$ cat src/rtl/ofc_pkg.sv
package ofc_pkg;

    localparam int ADDR_W = 12;
    localparam int DATA_W = 64;

    localparam logic [ADDR_W-1:0] A_CAP      = 12'h000;
    localparam logic [ADDR_W-1:0] A_OVF      = 12'h010;
    localparam logic [ADDR_W-1:0] A_FRZ      = 12'h018;
    localparam logic [ADDR_W-1:0] A_CFG_BASE = 12'h200;

    localparam int CFG_RUN_BIT = 8;
    localparam int CFG_IRQ_BIT = 9;
    localparam int CFG_FRZ_BIT = 10;

    typedef struct packed {
        logic frz_en;
        logic irq_en;
        logic run_en;
    } ctr_cfg_t;

    function automatic logic [DATA_W-1:0] cap_word(input int nctr, input int cw,
                                                   input int nevc, input int msg);
        logic [DATA_W-1:0] v;
        v        = '0;
        v[5:0]   = 6'(nctr - 1);
        v[15:8]  = 8'(cw);
        v[24:20] = 5'(nevc - 1);
        v[47:44] = 4'(msg);
        v[48]    = 1'b1;
        v[49]    = 1'b1;
        v[50]    = 1'b1;
        return v;
    endfunction

    function automatic logic cfg_hit(input logic [ADDR_W-1:0] a, input int idx);
        return a == (A_CFG_BASE + (ADDR_W'(idx) << 3));
    endfunction

endpackage

$ cat src/rtl/ofc_cfg_slot.sv
module ofc_cfg_slot
    import ofc_pkg::*;
#(
    parameter int IDX = 0
) (
    input  logic              clk,
    input  logic              rst_n,
    input  logic              wr_en,
    input  logic [ADDR_W-1:0] addr,
    input  logic [2:0]        wbits,
    output ctr_cfg_t          cfg_o
);

    ctr_cfg_t cfg_d, cfg_q;

    always_comb begin
        cfg_d = cfg_q;
        if (wr_en && cfg_hit(addr, IDX)) begin
            cfg_d.run_en = wbits[0];
            cfg_d.irq_en = wbits[1];
            cfg_d.frz_en = wbits[2];
        end
    end

    always_ff @(posedge clk or negedge rst_n) begin
        if (!rst_n) cfg_q <= '0;
        else        cfg_q <= cfg_d;
    end

    assign cfg_o = cfg_q;

endmodule

$ cat src/rtl/ofc_status.sv
module ofc_status
    import ofc_pkg::*;
#(
    parameter int NUM_CTR = 8
) (
    input  logic               clk,
    input  logic               rst_n,
    input  logic               wr_en,
    input  logic [ADDR_W-1:0]  addr,
    input  logic [NUM_CTR-1:0] wdata,
    input  logic [NUM_CTR-1:0] accepted,
    input  logic               auto_frz,
    output logic [NUM_CTR-1:0] ovf_o,
    output logic [NUM_CTR-1:0] frz_o
);

    typedef struct packed {
        logic [NUM_CTR-1:0] ovf;
        logic [NUM_CTR-1:0] frz;
    } stat_t;

    stat_t st_d, st_q;
    logic [NUM_CTR-1:0] clr_mask;

    always_comb begin
        st_d     = st_q;
        clr_mask = (wr_en && addr == A_OVF) ? wdata : '0;
        // set has priority over a same-cycle clear
        st_d.ovf = (st_q.ovf & ~clr_mask) | accepted;
        if (wr_en && addr == A_FRZ) st_d.frz = wdata;
        if (auto_frz)               st_d.frz = '1;
    end

    always_ff @(posedge clk or negedge rst_n) begin
        if (!rst_n) st_q <= '0;
        else        st_q <= st_d;
    end

    assign ovf_o = st_q.ovf;
    assign frz_o = st_q.frz;

endmodule

$ cat src/rtl/ofc_rd_mux.sv
module ofc_rd_mux
    import ofc_pkg::*;
#(
    parameter int NUM_CTR   = 8,
    parameter int CTR_W     = 48,
    parameter int NUM_EVCAP = 4,
    parameter int IRQ_MSG   = 3
) (
    input  logic [ADDR_W-1:0]  addr,
    input  logic [NUM_CTR-1:0] ovf,
    input  logic [NUM_CTR-1:0] frz,
    input  logic [NUM_CTR-1:0] run_en,
    input  logic [NUM_CTR-1:0] irq_en,
    input  logic [NUM_CTR-1:0] frz_en,
    output logic [DATA_W-1:0]  rdata
);

    localparam logic [DATA_W-1:0] CAP = cap_word(NUM_CTR, CTR_W, NUM_EVCAP, IRQ_MSG);

    always_comb begin
        rdata = '0;
        if (addr == A_CAP) begin
            rdata = CAP;
        end else if (addr == A_OVF) begin
            rdata = DATA_W'(ovf);
        end else if (addr == A_FRZ) begin
            rdata = DATA_W'(frz);
        end else begin
            for (int i = 0; i < NUM_CTR; i++) begin
                if (cfg_hit(addr, i)) begin
                    rdata[CFG_RUN_BIT] = run_en[i];
                    rdata[CFG_IRQ_BIT] = irq_en[i];
                    rdata[CFG_FRZ_BIT] = frz_en[i];
                end
            end
        end
    end

endmodule

$ cat src/rtl/ofc_top.sv
module ofc_top
    import ofc_pkg::*;
#(
    parameter int NUM_CTR   = 8,
    parameter int CTR_W     = 48,
    parameter int NUM_EVCAP = 4,
    parameter int IRQ_MSG   = 3
) (
    input  logic               clk,
    input  logic               rst_n,
    input  logic               reg_wr_en,
    input  logic [11:0]        reg_addr,
    input  logic [63:0]        reg_wdata,
    output logic [63:0]        reg_rdata,
    input  logic [NUM_CTR-1:0] ovf_pulse,
    output logic [NUM_CTR-1:0] ctr_run,
    output logic               irq
);

    ctr_cfg_t           cfg [NUM_CTR];
    logic [NUM_CTR-1:0] run_en_vec, irq_en_vec, frz_en_vec;
    logic [NUM_CTR-1:0] ovf_vec, frz_vec, accepted;
    logic               auto_frz;
    logic               unused_wdata;

    assign unused_wdata = ^reg_wdata;

    for (genvar g = 0; g < NUM_CTR; g++) begin : g_slot
        ofc_cfg_slot #(.IDX(g)) u_slot (
            .clk   (clk),
            .rst_n (rst_n),
            .wr_en (reg_wr_en),
            .addr  (reg_addr),
            .wbits (reg_wdata[CFG_FRZ_BIT:CFG_RUN_BIT]),
            .cfg_o (cfg[g])
        );
        assign run_en_vec[g] = cfg[g].run_en;
        assign irq_en_vec[g] = cfg[g].irq_en;
        assign frz_en_vec[g] = cfg[g].frz_en;
    end

    assign ctr_run  = run_en_vec & ~frz_vec;
    assign accepted = ovf_pulse & ctr_run;
    assign auto_frz = |(accepted & frz_en_vec);
    assign irq      = |(ovf_vec & irq_en_vec);

    ofc_status #(.NUM_CTR(NUM_CTR)) u_status (
        .clk      (clk),
        .rst_n    (rst_n),
        .wr_en    (reg_wr_en),
        .addr     (reg_addr),
        .wdata    (reg_wdata[NUM_CTR-1:0]),
        .accepted (accepted),
        .auto_frz (auto_frz),
        .ovf_o    (ovf_vec),
        .frz_o    (frz_vec)
    );

    ofc_rd_mux #(
        .NUM_CTR   (NUM_CTR),
        .CTR_W     (CTR_W),
        .NUM_EVCAP (NUM_EVCAP),
        .IRQ_MSG   (IRQ_MSG)
    ) u_rd (
        .addr   (reg_addr),
        .ovf    (ovf_vec),
        .frz    (frz_vec),
        .run_en (run_en_vec),
        .irq_en (irq_en_vec),
        .frz_en (frz_en_vec),
        .rdata  (reg_rdata)
    );

endmodule

$ cat config.mk
export PLATFORM = sky130hd
export DESIGN_NAME = ofc_top
export DESIGN_NICKNAME = d
export VERILOG_FILES = /design/src/rtl/ofc_pkg.sv /design/src/rtl/ofc_cfg_slot.sv /design/src/rtl/ofc_status.sv /design/src/rtl/ofc_rd_mux.sv /design/src/rtl/ofc_top.sv
export SDC_FILE = /design/constraint.sdc
export NUM_CORES = 1
export LEC_CHECK = 0
export BUFFER_PORTS_ARGS = -buffer_cell sky130_fd_sc_hd__buf_4
export CAP_MARGIN = 40
export CORE_MARGIN = 2
export CORE_UTILIZATION = 44
export CTS_CLUSTER_SIZE = 30
export DETAILED_ROUTE_END_ITERATION = 8
export GPL_ROUTABILITY_DRIVEN = 0
export GPL_TIMING_DRIVEN = 1
export HOLD_SLACK_MARGIN = 0.12
export PLACE_DENSITY = 0.81
export SLEW_MARGIN = 20
export SYNTH_ARGS = -nofsm -noshare
export SYNTH_HDL_FRONTEND = slang
export SYNTH_SLANG_ARGS = --single-unit
export TNS_END_PERCENT = 10
$ cat constraint.sdc
create_clock -name clk -period 3.7 [get_ports clk]
set_input_delay 0.74 -clock clk [delete_from_list [all_inputs] [get_ports clk]]
set_output_delay 0.74 -clock clk [all_outputs]
set_load 0.01 [all_outputs]
* Word level (Yosys, flattened, before mapping)
Cells that the tools add are included.
** Word-level totals
- Bits in registers :: 40
- Input port bits :: 87
- Output and inout port bits :: 73
- Logic and storage cells :: 73
** Cells by class
- Equality and inequality tests :: 10
- Multiplexer cells :: 15
- Bitwise gates (word level) :: 8
- Reductions and logical operators :: 14
** Operators with widths (number)
- $eq 12x10->1 const B :: 8
- $mux 64 :: 1
- $and 8x8->8 :: 5
- $mux 8 :: 4
- $mux 3 :: 9
- $eq 12x5->1 const B :: 2
- $not 8->8 :: 2
- $reduce_or 8->1 :: 2
- $logic_not 12->1 :: 1
- $mux 11 :: 1
- $logic_and 1x1->1 :: 10
- $or 8x8->8 :: 1
- $reduce_bool 2->1 :: 1

* Logic depth before layout (Yosys ltp)
- Depth in word-level cells :: 12
- Depth in mapped cells :: 7
- Mapped depth without buffers :: 4

* Modules after synthesis
Synthesis repeated with hierarchy kept, for this count alone.
** Unflattened totals
- Cell total of the unflattened synthesis :: 307
- Area, all modules :: 3145.5 um2
** Modules (own cells, without submodules)
- ofc_rd_mux :: times used 1, cells an instance 117, area each 867.1 um2
- ofc_status :: times used 1, cells an instance 74, area each 794.5 um2
- ofc_cfg_slot at g_slot[0].u_slot ... :: times used 4, cells an instance 11, area each 153.9 um2
- ofc_cfg_slot at g_slot[2].u_slot ... :: times used 2, cells an instance 11, area each 171.4 um2
- ofc_top :: times used 1, cells an instance 28, area each 205.2 um2
- ofc_cfg_slot at g_slot[7].u_slot :: times used 1, cells an instance 11, area each 168.9 um2
- ofc_cfg_slot at g_slot[1].u_slot :: times used 1, cells an instance 11, area each 151.4 um2

* Least setup slack after synthesis
No wires, ideal clock.
- Path kind :: input to output
- From :: input reg_addr[9]
- To :: output reg_rdata[0]
- Data arrival time :: 2502 ps
- Required time :: 2960 ps
- Slack :: 458 ps
- Stages :: 4
- Cells stage by stage :: or4_4 or2_4 nor4_2 a221o_1
** On the way
- Longest elaborated chain between the ends :: 4
** Ends and longest elaborated chain
- from (decl) :: line ofc_top.sv:12 : input logic [11:0] reg_addr,
- $eq 12x5->1 :: line ofc_rd_mux.sv:26 : end else if (addr == A_FRZ) begin
- $mux 8 :: line ofc_rd_mux.sv:26
- $mux 11 :: line ofc_rd_mux.sv:24 : end else if (addr == A_OVF) begin
- $mux 64 (*) :: line ofc_rd_mux.sv:22 : if (addr == A_CAP) begin
- to (decl) :: line ofc_top.sv:14 : output logic [63:0] reg_rdata,
Mark *: on every way between the ends. The rest lies on a longest branch, timed or not.

* Final worst setup path
- From :: input reg_addr[4]
- To :: output reg_rdata[9]
** On the way
- Longest elaborated chain between the ends :: 12
** Ends and longest elaborated chain
- $eq 12x10->1 :: line ofc_pkg.sv:36 : return a == (A_CFG_BASE + (ADDR_W'(idx) << 3));
- $mux 3 (8 in a row) :: line ofc_rd_mux.sv:30 : if (cfg_hit(addr, i)) begin
- $mux 3 :: line ofc_rd_mux.sv:26
- $mux 11 :: line ofc_rd_mux.sv:24
- $mux 64 (*) :: line ofc_rd_mux.sv:22
Marks and branches as above.

==> results.txt <==
----------------------------------------------------
[Worst setup path]
  RR Startpoint ... g_slot[5].u_slot.cfg_o[0]
  End point of the critical path ... reg_rdata[9]
  Critical path endpoint category ... output port
  Worst r2r dst ... u_status.frz_o[2]
  R2R Setup Slk ... 2140 ps
  WS Path Type ... in -> out
  Worst setup startpoint ... reg_addr[4]
  CP required ... between 2000 and 3000 ps
  Type of element launching the critical path ... primary input
  Worst Path Max Fanout ... 18
  Data arrival time of the critical path ... 2520 ps
  Number of cells traversed by the worst register-to-register path ... 4

[Clock network]
  Clk Latency, worst-skew pair ... 300 ps
  TritonCTS clock tree ... yes
  Hold bufs inserted after CTS ... 0
  Post-CTS resize count ... 0
  Reg clk slew, reported paths ... 70 ps
  Clock sinks ... 40
  Root Driver ... sky130_fd_sc_hd__clkbuf_8
  Post-CTS setup buffer count ... 0
  # H-tree levels ... 2
  Buffers from clock root to sink, at most ... 2
  TritonCTS Buffers ... 5

[Routing]
  Wire length per cell after detailed routing ... about 17 µm
  First-pass iteration count of the detailed router ... 4
  Overall via count from detail_route ... 2209
  Initial DRC count ... 135
  DRC violations left ... 0
  Vias/cell ... 5.58
  Count of antenna-violating nets left after detailed routing ... 0
  Wire length after detailed routing ... 6720 µm

[Synthesis]
  Number of enable flip-flop cells after synthesis ... 0
  Synth unique cells ... 44
  Async SR Flop Fraction ... between 90% and 100%
  Top_reg_cell synth ... sky130_fd_sc_hd__dfrtp_1
  Average size of a mapped cell ... 10.3 µm²
  Number of synthesis warnings ... 0
  Register bit total from synthesis ... 40
  Post-Syn Instances ... ~260
  Portion of the post-synthesis area used by sequential elements ... 36.9%
  Cell Area, Synth ... 2710 µm²

[Placement]
  Cells after DPL ... roughly 390
  HPWL reported at the end of detailed placement ... around 5100 µm
  Number of buffers added on ports ... a little over 60

[Timing]
  Slew of the pin with the lowest slew margin ... 770 ps
  Unrepaired setup endpoints after global routing ... no
  Max Slew Vio Count ... 0
  Hold Fails Final Rpt ... 0
  Worst setup skew after layout ... 5.70 ps
  Final clock period utilization by the worst path ... 88.2%
  Relative slew slack ... 48.3%
  Total of endpoints with negative setup slack in the final report ... 0
  Maximum operating frequency ... just over 0.3 GHz
  Setup tns final ... 0 ps
  Final worst path period need ... 3260 ps

[Status]
  Outcome ... completed

[Layout]
  Most frequent standard cell in the layout excluding fill and tap cells ... sky130_fd_sc_hd__buf_4
  Finished Layout Cells ... 396
  Area growth syn-to-layout ... 15.0%
  Commonest cells after routing, fill and taps aside ... sky130_fd_sc_hd__buf_4, sky130_fd_sc_hd__conb_1, sky130_fd_sc_hd__dfrtp_1
  Layout cells sized above 1 ... 33.6%
  Diodes inserted ... 0
  Nets@finish ... 407

[Die]
  Ports ... 160
  Number of rows in the core area ... 28
  Die Outline Area ... a little under 7000 µm²
  Die Height ... 82.5 µm
  Width of the die ... about 83 µm
  Placeable core region ... between 5000 and 6000 µm²
  Starting density of the core ... 45.5%

[Global route]
  Tot GR Track Use ... 21.3%
  First-pass GRT wire length ... roughly 11000 µm
  Grt ovf ... 0
  Number of global-route vias before repair ... around 2100
  Largest net degree at the start of global routing ... 41
  Number of antenna violations at the first check in global routing ... 0

[Power]
  Total power divided by cell area ... 274 nW/µm²
  Static leakage ... 1.54 nW
  Total power after layout ... 852 µW
  Max rail drop VDD ... roughly 0.30 mV

[Min path]
  Worst hold path class ... in -> async

[Run]
  Max-capacitance violation count ... 0

----------------------------------------------------
[state kept, by name, summed over array words and instances, names as in the netlist]
| register | cells |
|---|---|
| g_slot.u_slot.cfg_o | 24 |
| u_status.frz_o | 8 |
| u_status.ovf_o | 8 |
[Yosys cell counts, types with 2 or more instances]
library cell	count	share of area [%]
sky130_fd_sc_hd__buf_2	2	0.37
sky130_fd_sc_hd__nor3_1	3	0.55
sky130_fd_sc_hd__a22oi_1	4	1.1
sky130_fd_sc_hd__nor3b_1	2	0.55
sky130_fd_sc_hd__a21oi_1	6	1.1
sky130_fd_sc_hd__or4b_1	2	0.74
sky130_fd_sc_hd__clkbuf_1	3	0.42
sky130_fd_sc_hd__o211ai_1	4	1.1
sky130_fd_sc_hd__nand2b_1	2	0.46
sky130_fd_sc_hd__nor3_2	2	0.74
sky130_fd_sc_hd__a32oi_1	2	0.65
sky130_fd_sc_hd__a31oi_1	2	0.46
sky130_fd_sc_hd__nor2_1	6	0.83
sky130_fd_sc_hd__nand3_1	8	1.5
sky130_fd_sc_hd__o32ai_1	2	0.65
sky130_fd_sc_hd__inv_1	4	0.55
sky130_fd_sc_hd__and4b_1	3	1.1
sky130_fd_sc_hd__or4_1	2	0.55
sky130_fd_sc_hd__a221o_1	3	1.1
sky130_fd_sc_hd__buf_4	54	15
sky130_fd_sc_hd__nor2b_1	8	1.8
sky130_fd_sc_hd__nand4b_1	4	1.3
sky130_fd_sc_hd__and3_1	2	0.46
sky130_fd_sc_hd__nor4_4	3	2.4
sky130_fd_sc_hd__a22o_1	13	4.2
sky130_fd_sc_hd__nand2_1	22	3.0
sky130_fd_sc_hd__or3_1	4	0.92
sky130_fd_sc_hd__nand4_1	2	0.46
sky130_fd_sc_hd__o221ai_1	2	0.65
sky130_fd_sc_hd__mux2i_1	11	4.1
sky130_fd_sc_hd__mux2_2	25	10
sky130_fd_sc_hd__dfrtp_1	40	37
[per-layer routing]
metal / GRT usage [%] / up-vias / wire length [µm]
met5: 0 / - / 0
met4: 5.08 / 0 / 62
met3: 6.09 / 8 / 517
met2: 36.1 / 110 / 3400
met1: 26.9 / 1093 / 2740
li1: - / 998 / -
[power breakdown]
group,switching [mW],internal (mW),total (mW)
logic,0.0649,0.0352,0.100
registers,0.00481,0.442,0.446
clock network,0.157,0.149,0.306
[cells by family after synthesis]
group	share of synthesized area, %
buffers and inverters	16.7
other	0.138
DFF	36.9
and+or+nand+nor	20.0
muxes	14.4
AOI/OAI and AO/OA	11.8
[worst max-delay path: stages]
cell	delay [ps]
sky130_fd_sc_hd__buf_4	180
sky130_fd_sc_hd__or4b_1	650
sky130_fd_sc_hd__a211oi_1	380
sky130_fd_sc_hd__a32oi_1	100
sky130_fd_sc_hd__o32ai_1	290
sky130_fd_sc_hd__buf_4	180
[through the flow]
| step | instance area (µm²) | util, % | hold slack [ps] | worst slack [ps] |
|---|---|---|---|---|
| after floorplan | 2870 | - | 444 | 458 |
| after global placement | 3020 | 50.8 | 509 | 505 |
| after detailed placement | 3020 | 50.8 | 516 | 471 |
| after CTS | 3120 | 52.3 | 419 | 468 |
| after global routing | 3120 | 52.3 | 436 | 360 |
| final | 3120 | 52.3 | 402 | 436 |
[area by class of cell]
type	count	area, µm²
Clock buffer	6	82.6
Tap cell	75	93.8
Multi-Input combinational cell	203	1420
Timing Repair Buffer	66	495
Clock inverter	2	10.0
Sequential cell	40	1000
Inverter	4	15.0
Fill cell	544	2840
[how the worst min path moves through the flow]
stage | end | slack, ps | depth (start not counted)
final | u_status.frz_o[6] | 400 | 1
after global placement | u_status.frz_o[4] | 510 | 2
after floorplan | g_slot[0].u_slot.cfg_o[0] | 440 | 0
after global routing | u_status.ovf_o[1] | 440 | 1
after CTS | g_slot[4].u_slot.cfg_o[2] | 420 | 1
after detailed placement | u_status.frz_o[4] | 520 | 2
No activity file was read; power rests on OpenSTA's default activity.
